<file path="config.mk">
export PLATFORM = sky130hd
export DESIGN_NAME = i2c_reg24_target
export DESIGN_NICKNAME = d
export VERILOG_FILES = /design/src/rtl/i2c_reg24_pkg.sv /design/src/rtl/i2c_line_sync.sv /design/src/rtl/reg24_bank.sv /design/src/rtl/i2c_reg24_target.sv
export SDC_FILE = /design/constraint.sdc
export NUM_CORES = 2
export LEC_CHECK = 0
export BUFFER_PORTS_ARGS = -buffer_cell sky130_fd_sc_hd__buf_4
export CORE_MARGIN = 5
export CORE_UTILIZATION = 35
export CTS_BUF_LIST = sky130_fd_sc_hd__clkbuf_4 sky130_fd_sc_hd__clkbuf_8 sky130_fd_sc_hd__clkbuf_16
export CTS_CLUSTER_DIAMETER = 120
export DETAILED_ROUTE_END_ITERATION = 8
export REMOVE_ABC_BUFFERS = 1
export SLEW_MARGIN = 0
export SYNTH_ARGS = -nofsm -noshare
export SYNTH_HDL_FRONTEND = slang
export SYNTH_HIERARCHICAL = 1
export SYNTH_SLANG_ARGS = --single-unit
</file>
<file path="constraint.sdc">
create_clock -name clk -period 3.95 [get_ports clk]
set_input_delay 0.395 -clock clk [delete_from_list [all_inputs] [get_ports clk]]
set_output_delay 0.395 -clock clk [all_outputs]
set_load 0.02 [all_outputs]
</file>
<file path="src/rtl/i2c_reg24_pkg.sv">
package i2c_reg24_pkg;
    localparam int REG_AW = 24;
    localparam int REG_DW = 24;

    typedef enum logic [2:0] {
        S_IDLE,
        S_RX_BIT,
        S_ACK_DRIVE,
        S_TX_BIT,
        S_MST_ACK,
        S_SKIP
    } tgt_state_e;

    typedef enum logic [1:0] {
        PH_DEV,
        PH_REG,
        PH_DATA
    } phase_e;

    typedef enum logic [1:0] {
        NX_RX,
        NX_TX,
        NX_COMMIT
    } after_ack_e;
endpackage

</file>
<file path="src/rtl/i2c_line_sync.sv">
module i2c_line_sync (
    input  logic clk,
    input  logic rst_n,
    input  logic scl_i,
    input  logic sda_i,
    output logic sda_s,
    output logic scl_rise,
    output logic scl_fall,
    output logic start_p,
    output logic stop_p
);
    logic scl_m1, scl_s_q, scl_d_q;
    logic sda_m1, sda_s_q, sda_d_q;

    always_ff @(posedge clk or negedge rst_n) begin
        if (!rst_n) begin
            scl_m1  <= 1'b1;
            scl_s_q <= 1'b1;
            scl_d_q <= 1'b1;
            sda_m1  <= 1'b1;
            sda_s_q <= 1'b1;
            sda_d_q <= 1'b1;
        end else begin
            scl_m1  <= scl_i;
            scl_s_q <= scl_m1;
            scl_d_q <= scl_s_q;
            sda_m1  <= sda_i;
            sda_s_q <= sda_m1;
            sda_d_q <= sda_s_q;
        end
    end

    assign sda_s    = sda_s_q;
    assign scl_rise = scl_s_q & ~scl_d_q;
    assign scl_fall = ~scl_s_q & scl_d_q;
    assign start_p  = scl_s_q & scl_d_q & sda_d_q & ~sda_s_q;
    assign stop_p   = scl_s_q & scl_d_q & ~sda_d_q & sda_s_q;
endmodule

</file>
<file path="src/rtl/reg24_bank.sv">
module reg24_bank import i2c_reg24_pkg::*; #(
    parameter int NUM_SPACES = 4,
    parameter int LOC_BITS   = 4
) (
    input  logic              clk,
    input  logic              rst_n,
    input  logic              we,
    input  logic [REG_AW-1:0] waddr,
    input  logic [REG_DW-1:0] wdata,
    input  logic [REG_AW-1:0] raddr,
    output logic [REG_DW-1:0] rdata
);
    localparam int SPACE_BITS = (NUM_SPACES > 1) ? $clog2(NUM_SPACES) : 1;
    localparam int IDX_BITS   = SPACE_BITS + LOC_BITS;
    localparam int DEPTH      = 1 << IDX_BITS;

    logic [REG_DW-1:0] mem_q [DEPTH];
    logic              w_ok, r_ok;
    logic [IDX_BITS-1:0] w_idx, r_idx;

    assign w_ok  = (waddr[23:16] < 8'(NUM_SPACES)) && (waddr[15:LOC_BITS] == '0);
    assign r_ok  = (raddr[23:16] < 8'(NUM_SPACES)) && (raddr[15:LOC_BITS] == '0);
    assign w_idx = {waddr[16 +: SPACE_BITS], waddr[LOC_BITS-1:0]};
    assign r_idx = {raddr[16 +: SPACE_BITS], raddr[LOC_BITS-1:0]};

    always_ff @(posedge clk or negedge rst_n) begin
        if (!rst_n) begin
            for (int i = 0; i < DEPTH; i++) mem_q[i] <= '0;
            rdata <= '0;
        end else begin
            if (we && w_ok) mem_q[w_idx] <= wdata;
            rdata <= r_ok ? mem_q[r_idx] : '0;
        end
    end
endmodule

</file>
<file path="src/rtl/i2c_reg24_target.sv">
module i2c_reg24_target import i2c_reg24_pkg::*; #(
    parameter logic [6:0] DEV_ADDR   = 7'h59,
    parameter int         NUM_SPACES = 4,
    parameter int         LOC_BITS   = 4
) (
    input  logic              clk,
    input  logic              rst_n,
    input  logic              scl_i,
    input  logic              sda_i,
    output logic              sda_oe_o,
    output logic              wr_en_o,
    output logic [REG_AW-1:0] wr_addr_o,
    output logic [REG_DW-1:0] wr_data_o
);
    logic sda_s, scl_rise, scl_fall, start_p, stop_p;

    tgt_state_e  state_q, state_d;
    phase_e      phase_q;
    after_ack_e  next_q;
    logic [3:0]  bit_cnt_q;
    logic [1:0]  byte_cnt_q, tx_idx_q;
    logic [7:0]  shift_q, tx_next;
    logic [REG_AW-1:0] addr_q;
    logic [REG_DW-1:0] data_q, rd_word_q, bank_rdata;
    logic        mack_q, byte_ok;

    i2c_line_sync u_sync (
        .clk(clk), .rst_n(rst_n), .scl_i(scl_i), .sda_i(sda_i),
        .sda_s(sda_s), .scl_rise(scl_rise), .scl_fall(scl_fall),
        .start_p(start_p), .stop_p(stop_p)
    );

    reg24_bank #(.NUM_SPACES(NUM_SPACES), .LOC_BITS(LOC_BITS)) u_bank (
        .clk(clk), .rst_n(rst_n), .we(wr_en_o), .waddr(wr_addr_o),
        .wdata(wr_data_o), .raddr(addr_q), .rdata(bank_rdata)
    );

    // a received byte is accepted unless it is a foreign device address
    assign byte_ok = (phase_q != PH_DEV) || (shift_q[7:1] == DEV_ADDR);
    assign tx_next = (tx_idx_q == 2'd0) ? rd_word_q[15:8] : rd_word_q[7:0];

    always_comb begin
        state_d = state_q;
        if (stop_p) begin
            state_d = S_IDLE;
        end else if (start_p) begin
            state_d = S_RX_BIT;
        end else begin
            unique case (state_q)
                S_IDLE:      state_d = S_IDLE;
                S_RX_BIT:    if (scl_fall && bit_cnt_q == 4'd8)
                                 state_d = byte_ok ? S_ACK_DRIVE : S_SKIP;
                S_ACK_DRIVE: if (scl_fall) begin
                                 unique case (next_q)
                                     NX_TX:     state_d = S_TX_BIT;
                                     NX_COMMIT: state_d = S_SKIP;
                                     default:   state_d = S_RX_BIT;
                                 endcase
                             end
                S_TX_BIT:    if (scl_fall && bit_cnt_q == 4'd7) state_d = S_MST_ACK;
                S_MST_ACK:   if (scl_fall)
                                 state_d = (mack_q && tx_idx_q != 2'd2) ? S_TX_BIT : S_SKIP;
                S_SKIP:      state_d = S_SKIP;
            endcase
        end
    end

    always_ff @(posedge clk or negedge rst_n) begin
        if (!rst_n) state_q <= S_IDLE;
        else        state_q <= state_d;
    end

    always_ff @(posedge clk or negedge rst_n) begin
        if (!rst_n) begin
            phase_q    <= PH_DEV;
            next_q     <= NX_RX;
            bit_cnt_q  <= '0;
            byte_cnt_q <= '0;
            tx_idx_q   <= '0;
            shift_q    <= '0;
            addr_q     <= '0;
            data_q     <= '0;
            rd_word_q  <= '0;
            mack_q     <= 1'b0;
            sda_oe_o   <= 1'b0;
            wr_en_o    <= 1'b0;
            wr_addr_o  <= '0;
            wr_data_o  <= '0;
        end else begin
            wr_en_o <= 1'b0;
            if (stop_p) begin
                sda_oe_o <= 1'b0;
            end else if (start_p) begin
                phase_q   <= PH_DEV;
                bit_cnt_q <= '0;
                sda_oe_o  <= 1'b0;
            end else begin
                unique case (state_q)
                    S_RX_BIT: begin
                        if (scl_rise) begin
                            shift_q   <= {shift_q[6:0], sda_s};
                            bit_cnt_q <= bit_cnt_q + 4'd1;
                        end else if (scl_fall && bit_cnt_q == 4'd8 && byte_ok) begin
                            sda_oe_o <= 1'b1;
                            next_q   <= NX_RX;
                            unique case (phase_q)
                                PH_DEV: begin
                                    if (shift_q[0]) begin
                                        next_q    <= NX_TX;
                                        rd_word_q <= bank_rdata;
                                    end else begin
                                        phase_q    <= PH_REG;
                                        byte_cnt_q <= '0;
                                    end
                                end
                                PH_REG: begin
                                    addr_q <= {addr_q[15:0], shift_q};
                                    if (byte_cnt_q == 2'd2) begin
                                        phase_q    <= PH_DATA;
                                        byte_cnt_q <= '0;
                                    end else begin
                                        byte_cnt_q <= byte_cnt_q + 2'd1;
                                    end
                                end
                                default: begin
                                    data_q <= {data_q[15:0], shift_q};
                                    if (byte_cnt_q == 2'd2) next_q <= NX_COMMIT;
                                    else byte_cnt_q <= byte_cnt_q + 2'd1;
                                end
                            endcase
                        end
                    end
                    S_ACK_DRIVE: begin
                        if (scl_fall) begin
                            bit_cnt_q <= '0;
                            sda_oe_o  <= 1'b0;
                            if (next_q == NX_TX) begin
                                shift_q  <= rd_word_q[23:16];
                                sda_oe_o <= ~rd_word_q[23];
                                tx_idx_q <= '0;
                            end else if (next_q == NX_COMMIT) begin
                                wr_en_o   <= 1'b1;
                                wr_addr_o <= addr_q;
                                wr_data_o <= data_q;
                            end
                        end
                    end
                    S_TX_BIT: begin
                        if (scl_fall) begin
                            if (bit_cnt_q == 4'd7) begin
                                sda_oe_o <= 1'b0;
                            end else begin
                                sda_oe_o  <= ~shift_q[6];
                                shift_q   <= {shift_q[6:0], 1'b0};
                                bit_cnt_q <= bit_cnt_q + 4'd1;
                            end
                        end
                    end
                    S_MST_ACK: begin
                        if (scl_rise) begin
                            mack_q <= ~sda_s;
                        end else if (scl_fall && mack_q && tx_idx_q != 2'd2) begin
                            shift_q   <= tx_next;
                            sda_oe_o  <= ~tx_next[7];
                            tx_idx_q  <= tx_idx_q + 2'd1;
                            bit_cnt_q <= '0;
                        end
                    end
                    default: sda_oe_o <= 1'b0;
                endcase
            end
        end
    end
endmodule

</file>
## Word level (Yosys, flattened, before mapping)

Cells that the tools add are included.

| word-level totals | value |
|---|---|
| logic and storage cells | 262 |
| flip-flop bits (word level) | 1712 |
| output and inout port bits | 50 |
| input port bits | 4 |

| operators by class | value |
|---|---|
| reductions and logical operators | 37 |
| muxes and demuxes | 70 |
| magnitude comparators | 5 |
| bitwise gates (word level) | 21 |
| add/sub/neg operators | 3 |
| equal/unequal tests | 40 |

Operators by type and width:

| kind | count |
|---|---|
| 1536-bit bitwise mux | 1 |
| 24-bit binary-select mux with 6-bit select | 1 |
| 24-bit demux with 6-bit select | 1 |
| 24-bit 2-to-1 mux | 4 |
| 8-bit 2-to-1 mux | 8 |
| 4-bit inequality test, second input constant | 9 |
| 8-bit case mux with 4 select lines | 1 |
| 2-bit 2-to-1 mux | 14 |
| 4-bit 2-to-1 mux | 7 |
| 7-bit AND reduction | 4 |
| 12-bit zero test | 2 |
| 3-bit 2-to-1 mux | 8 |
| 3-bit inequality test, second input constant | 8 |
| 6-bit AND reduction | 4 |
| 2-bit inequality test, second input constant | 9 |
| 3-bit case mux with 6 select lines | 1 |
| 1-bit 2-to-1 mux | 17 |
| 8-bit by 3-bit < comparator with 1-bit output, second input constant | 2 |
| 2-bit case mux with 2 select lines | 4 |
| 4-bit case mux with 4 select lines | 1 |
| 7-bit greater-or-equal comparator, second input constant | 2 |
| 6-bit inverter with 7-bit output | 2 |
| 1-bit inverter | 12 |
| 1-bit logical AND | 10 |
| 28 further kinds | 44 |

## Depth between registers and ports, before layout

| logic depth | value |
|---|---|
| depth after elaboration | 9 |
| depth in mapped cells | 10 |

## By module

Netlist, hierarchy kept.

By module, submodules not included:

| module | area each (µm²) | seq. area each (µm²) | times used | cells each |
|---|---|---|---|---|
| reg24_bank | 71214.6 | 39037.4 | 1 | 4417 |
| i2c_reg24_target | 6352.3 | 3653.5 | 1 | 580 |
| i2c_line_sync | 190.2 | 157.7 | 1 | 10 |

## Worst setup path before layout

No wires, ideal clock.

| timing path | value |
|---|---|
| kind | register to register |
| from | register wr_addr_o[8] |
| to | register u_bank/mem_q[1333] in the netlist's numbering |
| clock period less this slack | 2535 ps |
| path buffers | 2 |
| data arrival time | 2410 ps |
| setup slack | 1415 ps |
| cell stages (with the launch flop) | 8 |
| data required time | 3825 ps |
| cell sequence | dfrtp_1 > nor4_1 > nand4_1 > or4_1 > buf_6 > nor4_4 > buf_4 > mux2_2 |

| on the way | value |
|---|---|
| word-level cells in the longest chain between the ends | 3 |

RTL lines:

| element | RTL line | source |
|---|---|---|
| start, declared | i2c_reg24_target.sv:12 | `output logic [REG_AW-1:0] wr_addr_o,` |
| start signal, assigned | i2c_reg24_target.sv:143 | `wr_addr_o <= addr_q;` |
| 12-bit zero test | reg24_bank.sv:21 | `assign w_ok = (waddr[23:16] < 8'(NUM_SPACES)) && (waddr[15:LOC_BITS] == '0);` |
| 1-bit logical AND | reg24_bank.sv:21 |  |
| 1-bit logical AND | reg24_bank.sv:31 | `if (we && w_ok) mem_q[w_idx] <= wdata;` |
| end signal, assigned by index | reg24_bank.sv:31 |  |
| end, declared | reg24_bank.sv:17 | `logic [REG_DW-1:0] mem_q [DEPTH];` |

No other way between the ends.
A chain may end at the register's enable or synchronous reset.

## Final worst setup path

| timing path | value |
|---|---|
| from | register addr_q[0] |
| to | register u_bank.rdata[20] |

| on the way | value |
|---|---|
| word-level cells in the longest chain between the ends | 5 |

RTL lines:

| element | RTL line | source |
|---|---|---|
| start, declared | i2c_reg24_target.sv:23 | `logic [REG_AW-1:0] addr_q;` |
| start signal, assigned | i2c_reg24_target.sv:117 | `addr_q <= {addr_q[15:0], shift_q};` |
| 6-bit inverter with 7-bit output (not written as such) | reg24_bank.sv:32 | `rdata <= r_ok ? mem_q[r_idx] : '0;` |
| 24-bit binary-select mux with 6-bit select | reg24_bank.sv:32 |  |
| 24-bit 2-to-1 mux (not written as such) (2 in a row) | reg24_bank.sv:32 |  |
| 24-bit 2-to-1 mux | reg24_bank.sv:32 |  |
| end signal, assigned | reg24_bank.sv:32 |  |
| end, declared | reg24_bank.sv:11 | `output logic [REG_DW-1:0] rdata` |

No other way between the ends. The select of a mux whose other input is x is not followed.

==> impl_metrics.json <==
{
  "status": "finished, final reports clean",
  "post_cts_resized": 0,
  "area_growth_syn_to_layout_pct": 13.4,
  "grt_overflow": 0,
  "r2r_slack_ns": 0.39,
  "nNetsFinal": 5054,
  "ys_warn_count": 6,
  "dp.cells": 7833,
  "place_hpwl_mm": 149,
  "post_dp_cell_area_sq_um": 82000,
  "grt.busiest_layer": "met2",
  "arrival_ns": 4.22,
  "io_pins": 54,
  "cp-end-kind": "flip-flop",
  "r2r_start": "addr_q[0]$_DFFE_PN0P_",
  "slowest_stage": "dfrtp_4",
  "netlist_top_cells_count": "1,706 x dfrtp_1, 1,585 x mux2_2, 388 x mux4_2, 233 x clkbuf_1, 206 x nand2_1",
  "core_area_sq_um": 222000,
  "start_util": 0.351,
  "grt_first_pass_wirelength_mm": 343,
  "ir_worst_vdd_mv": 0.319,
  "power_mw": 35.8,
  "grt_pass1_vias": 47600,
  "worstSetupPathType": "reg2reg",
  "num_rows": 173,
  "viasPerCell": 5.56,
  "synth_ff_type": "dfrtp_1",
  "drcViolationCount": 0,
  "avgRoutedWirePerCell_um": 28.5,
  "antenna_found_initial": 22,
  "rsz0062_at_grt": "no",
  "cts_root_buf": "clkbuf_16",
  "yosys-top-cells-area": "dfrtp_1 55%, mux2_2 23%, mux4_2 11%",
  "grtUsageMet2": 0.312,
  "slew_violations": 0,
  "setup_tns_ns": 0,
  "finalHoldViolCount": 0,
  "port_buffers": 53,
  "clk_path_buf_depth": 3,
  "stdcell_area_sq_um": 88100,
  "fin_crit_ns": 3.56,
  "routed_wl_mm": 233,
  "met1_usage": 0.286,
  "final_core_util": 0.398,
  "place_congestion": 0.882,
  "clock_latency_ns": 0.82,
  "routed-via-count": 45400,
  "power.density_nw_per_um2": 406,
  "drt_pass1_iterations": 8,
  "leakage_nw": 42.0,
  "yosysMostFrequentCell": "dfrtp_1",
  "post_cts_buffers": 0,
  "critPathMaxStageDelay_ns": 0.99,
  "grt_use_met3": 0.0392,
  "setup_viol_count_final": 0,
  "ys_seq_area_frac": 0.551,
  "avgSynthCellArea_sq_um": 15.5,
  "htreeDepth": 4,
  "post-route-period-util": 0.900,
  "worst_pin_slew_ns": 1.33,
  "hold_buffers": 3,
  "fmax_mhz": 281,
  "netlist_instances": 5007,
  "cts_buffers": 179,
  "clk_pin_slew_ns": 0.06,
  "relSlewSlack": 0.114,
  "cp_common_cell": "buf_4",
  "netlist_area_sq_um": 77800,
  "die_h_um": 481,
  "synth_top_area_share": 0.549,
  "start_kind": "flip-flop",
  "gr-usage-all-layers": 0.201,
  "first_iter_violations": 4068,
  "cp_top_family": "compound AO/OA/AOI/OAI gates",
  "tritoncts": "yes",
  "synth-edff-count": 0,
  "fp.dieArea_sq_um": 232000,
  "antenna_left": 0,
  "cp.depth": 7,
  "clock_sinks": 1712,
  "drive_above_1_share": 0.530,
  "final.setup.worst_slack_ns": 0.393,
  "grt_max_degree": 159,
  "synthArstFlopShare": 1.00,
  "ys_ff_latch": 1712,
  "die_w_um": 481,
  "fill_cells": 20500,
  "hold-worst-slack_ns": 0.199,
  "crit_chain": "buf_4 -> buf_4 -> mux4_2 -> o22ai_1 -> nor2_1 -> a21oi_1 -> o21ai_0",
  "maxCapViolations": 0,
  "final.setup_skew_ns": 0.0349,
  "ys_types": 81,
  "crit_buf_inv": 2,
  "worstRegToRegCells": 7,
  "worstPathMaxFanout": 28,
  "fin_cells": 8173,
  "post-place-ws_ns": 0.482,
  "r2r-end": "u_bank/rdata[20]$_DFF_PN0_",
  "cp.required_ns": 4.61,
  "worst_hold_path_type": "in2async",
  "yosysTopAreaCell": "dfrtp_1"
}
==> registers in the layout, indices dropped and copies added (netlist names), 3 cells and up <==
register	cells
shift_q	8
addr_q	24
bit_cnt_q	4
u_bank/mem_q	1536
wr_addr_o	24
state_q	3
wr_data_o	24
data_q	24
rd_word_q	24
u_bank/rdata	24
==> worst reg2reg max path, stage by stage, from the launching register on <==
cell     delay, ns
dfrtp_4       0.99
buf_4         0.38
buf_4         0.22
mux4_2        0.57
o22ai_1       0.19
nor2_1        0.17
a21oi_1       0.75
o21ai_0       0.16
==> layout by cell type, fill, tap and decap left out, types with 26 or more instances in the layout <==
| master | instances |
|---|---|
| clkinv_2 | 27 |
| clkbuf_8 | 41 |
| dfrtp_1 | 1677 |
| clkbuf_16 | 180 |
| buf_4 | 272 |
| o21ai_0 | 33 |
| dfrtp_2 | 26 |
| mux2_1 | 27 |
| buf_12 | 53 |
| nor2_1 | 41 |
| mux2i_1 | 82 |
| nand2_1 | 206 |
| clkbuf_4 | 50 |
| mux2_2 | 1585 |
| mux4_2 | 388 |
| nand2_2 | 34 |
| o22ai_1 | 67 |
| a21oi_1 | 31 |
==> layout make-up <==
| cell class | count | area, sq um | share of cell area |
|---|---|---|---|
| multi-input combinational | 2804 | 32200 | 0.366 |
| clock buffer | 271 | 5440 | 0.0618 |
| antenna | 11 | 27.5 | 0.000312 |
| tap | 2975 | 3720 | 0.0422 |
| timing repair buffer | 330 | 3170 | 0.0359 |
| sequential | 1712 | 42900 | 0.487 |
| clock inverter | 54 | 614 | 0.00697 |
| inverter | 16 | 60.1 | 0.000681 |
==> kinds of logic (layout without fill, tap and decap cells) <==
| family | count (synthesis) | count (layout) | share of synthesized area |
|---|---|---|---|
| AOI/OAI and AO/OA | 270 | 270 | 0.0243 |
| xor gates and xnor gates | 1 | 1 | 0.000113 |
| adders and majority gates | 7 | 7 | 0.00113 |
| buffers and inverters | 491 | 671 | 0.0351 |
| DFF | 1712 | 1712 | 0.551 |
| muxes | 2082 | 2082 | 0.356 |
| other | 0 | 11 | 0 |
| and+or+nand+nor | 444 | 444 | 0.0319 |
==> how the worst max path moves through the flow <==
stage / startpoint / to / slack, ns
2_1_floorplan: addr_q[0]$_DFFE_PN0P_ / u_bank/rdata[11]$_DFF_PN0_ / -9.69
5_1_grt: addr_q[0]$_DFFE_PN0P_ / u_bank/rdata[20]$_DFF_PN0_ / 0.44
3_3_place_gp: addr_q[0]$_DFFE_PN0P_ / u_bank/rdata[20]$_DFF_PN0_ / 0.46
3_5_place_dp: addr_q[0]$_DFFE_PN0P_ / u_bank/rdata[20]$_DFF_PN0_ / 0.48
6_report: addr_q[0]$_DFFE_PN0P_ / u_bank/rdata[20]$_DFF_PN0_ / 0.39
4_1_cts: addr_q[0]$_DFFE_PN0P_ / u_bank/rdata[20]$_DFF_PN0_ / 0.47
==> routing by layer <==
layer,wire (um),vias up
li1,-,18600
met1,104000,25100
met2,107000,1348
met3,14200,341
met4,7680,2
met5,12,-
==> report_power, final <==
group | switching [mW] | total [mW] | internal (mW) | leakage, nW
logic | 0.593 | 0.808 | 0.216 | 15.1
clock network | 7.28 | 17.3 | 9.98 | 3.06
registers | 0.138 | 17.8 | 17.6 | 23.8
total | 8.01 | 35.8 | 27.8 | 42.0
(Power assumes the default switching activity.)
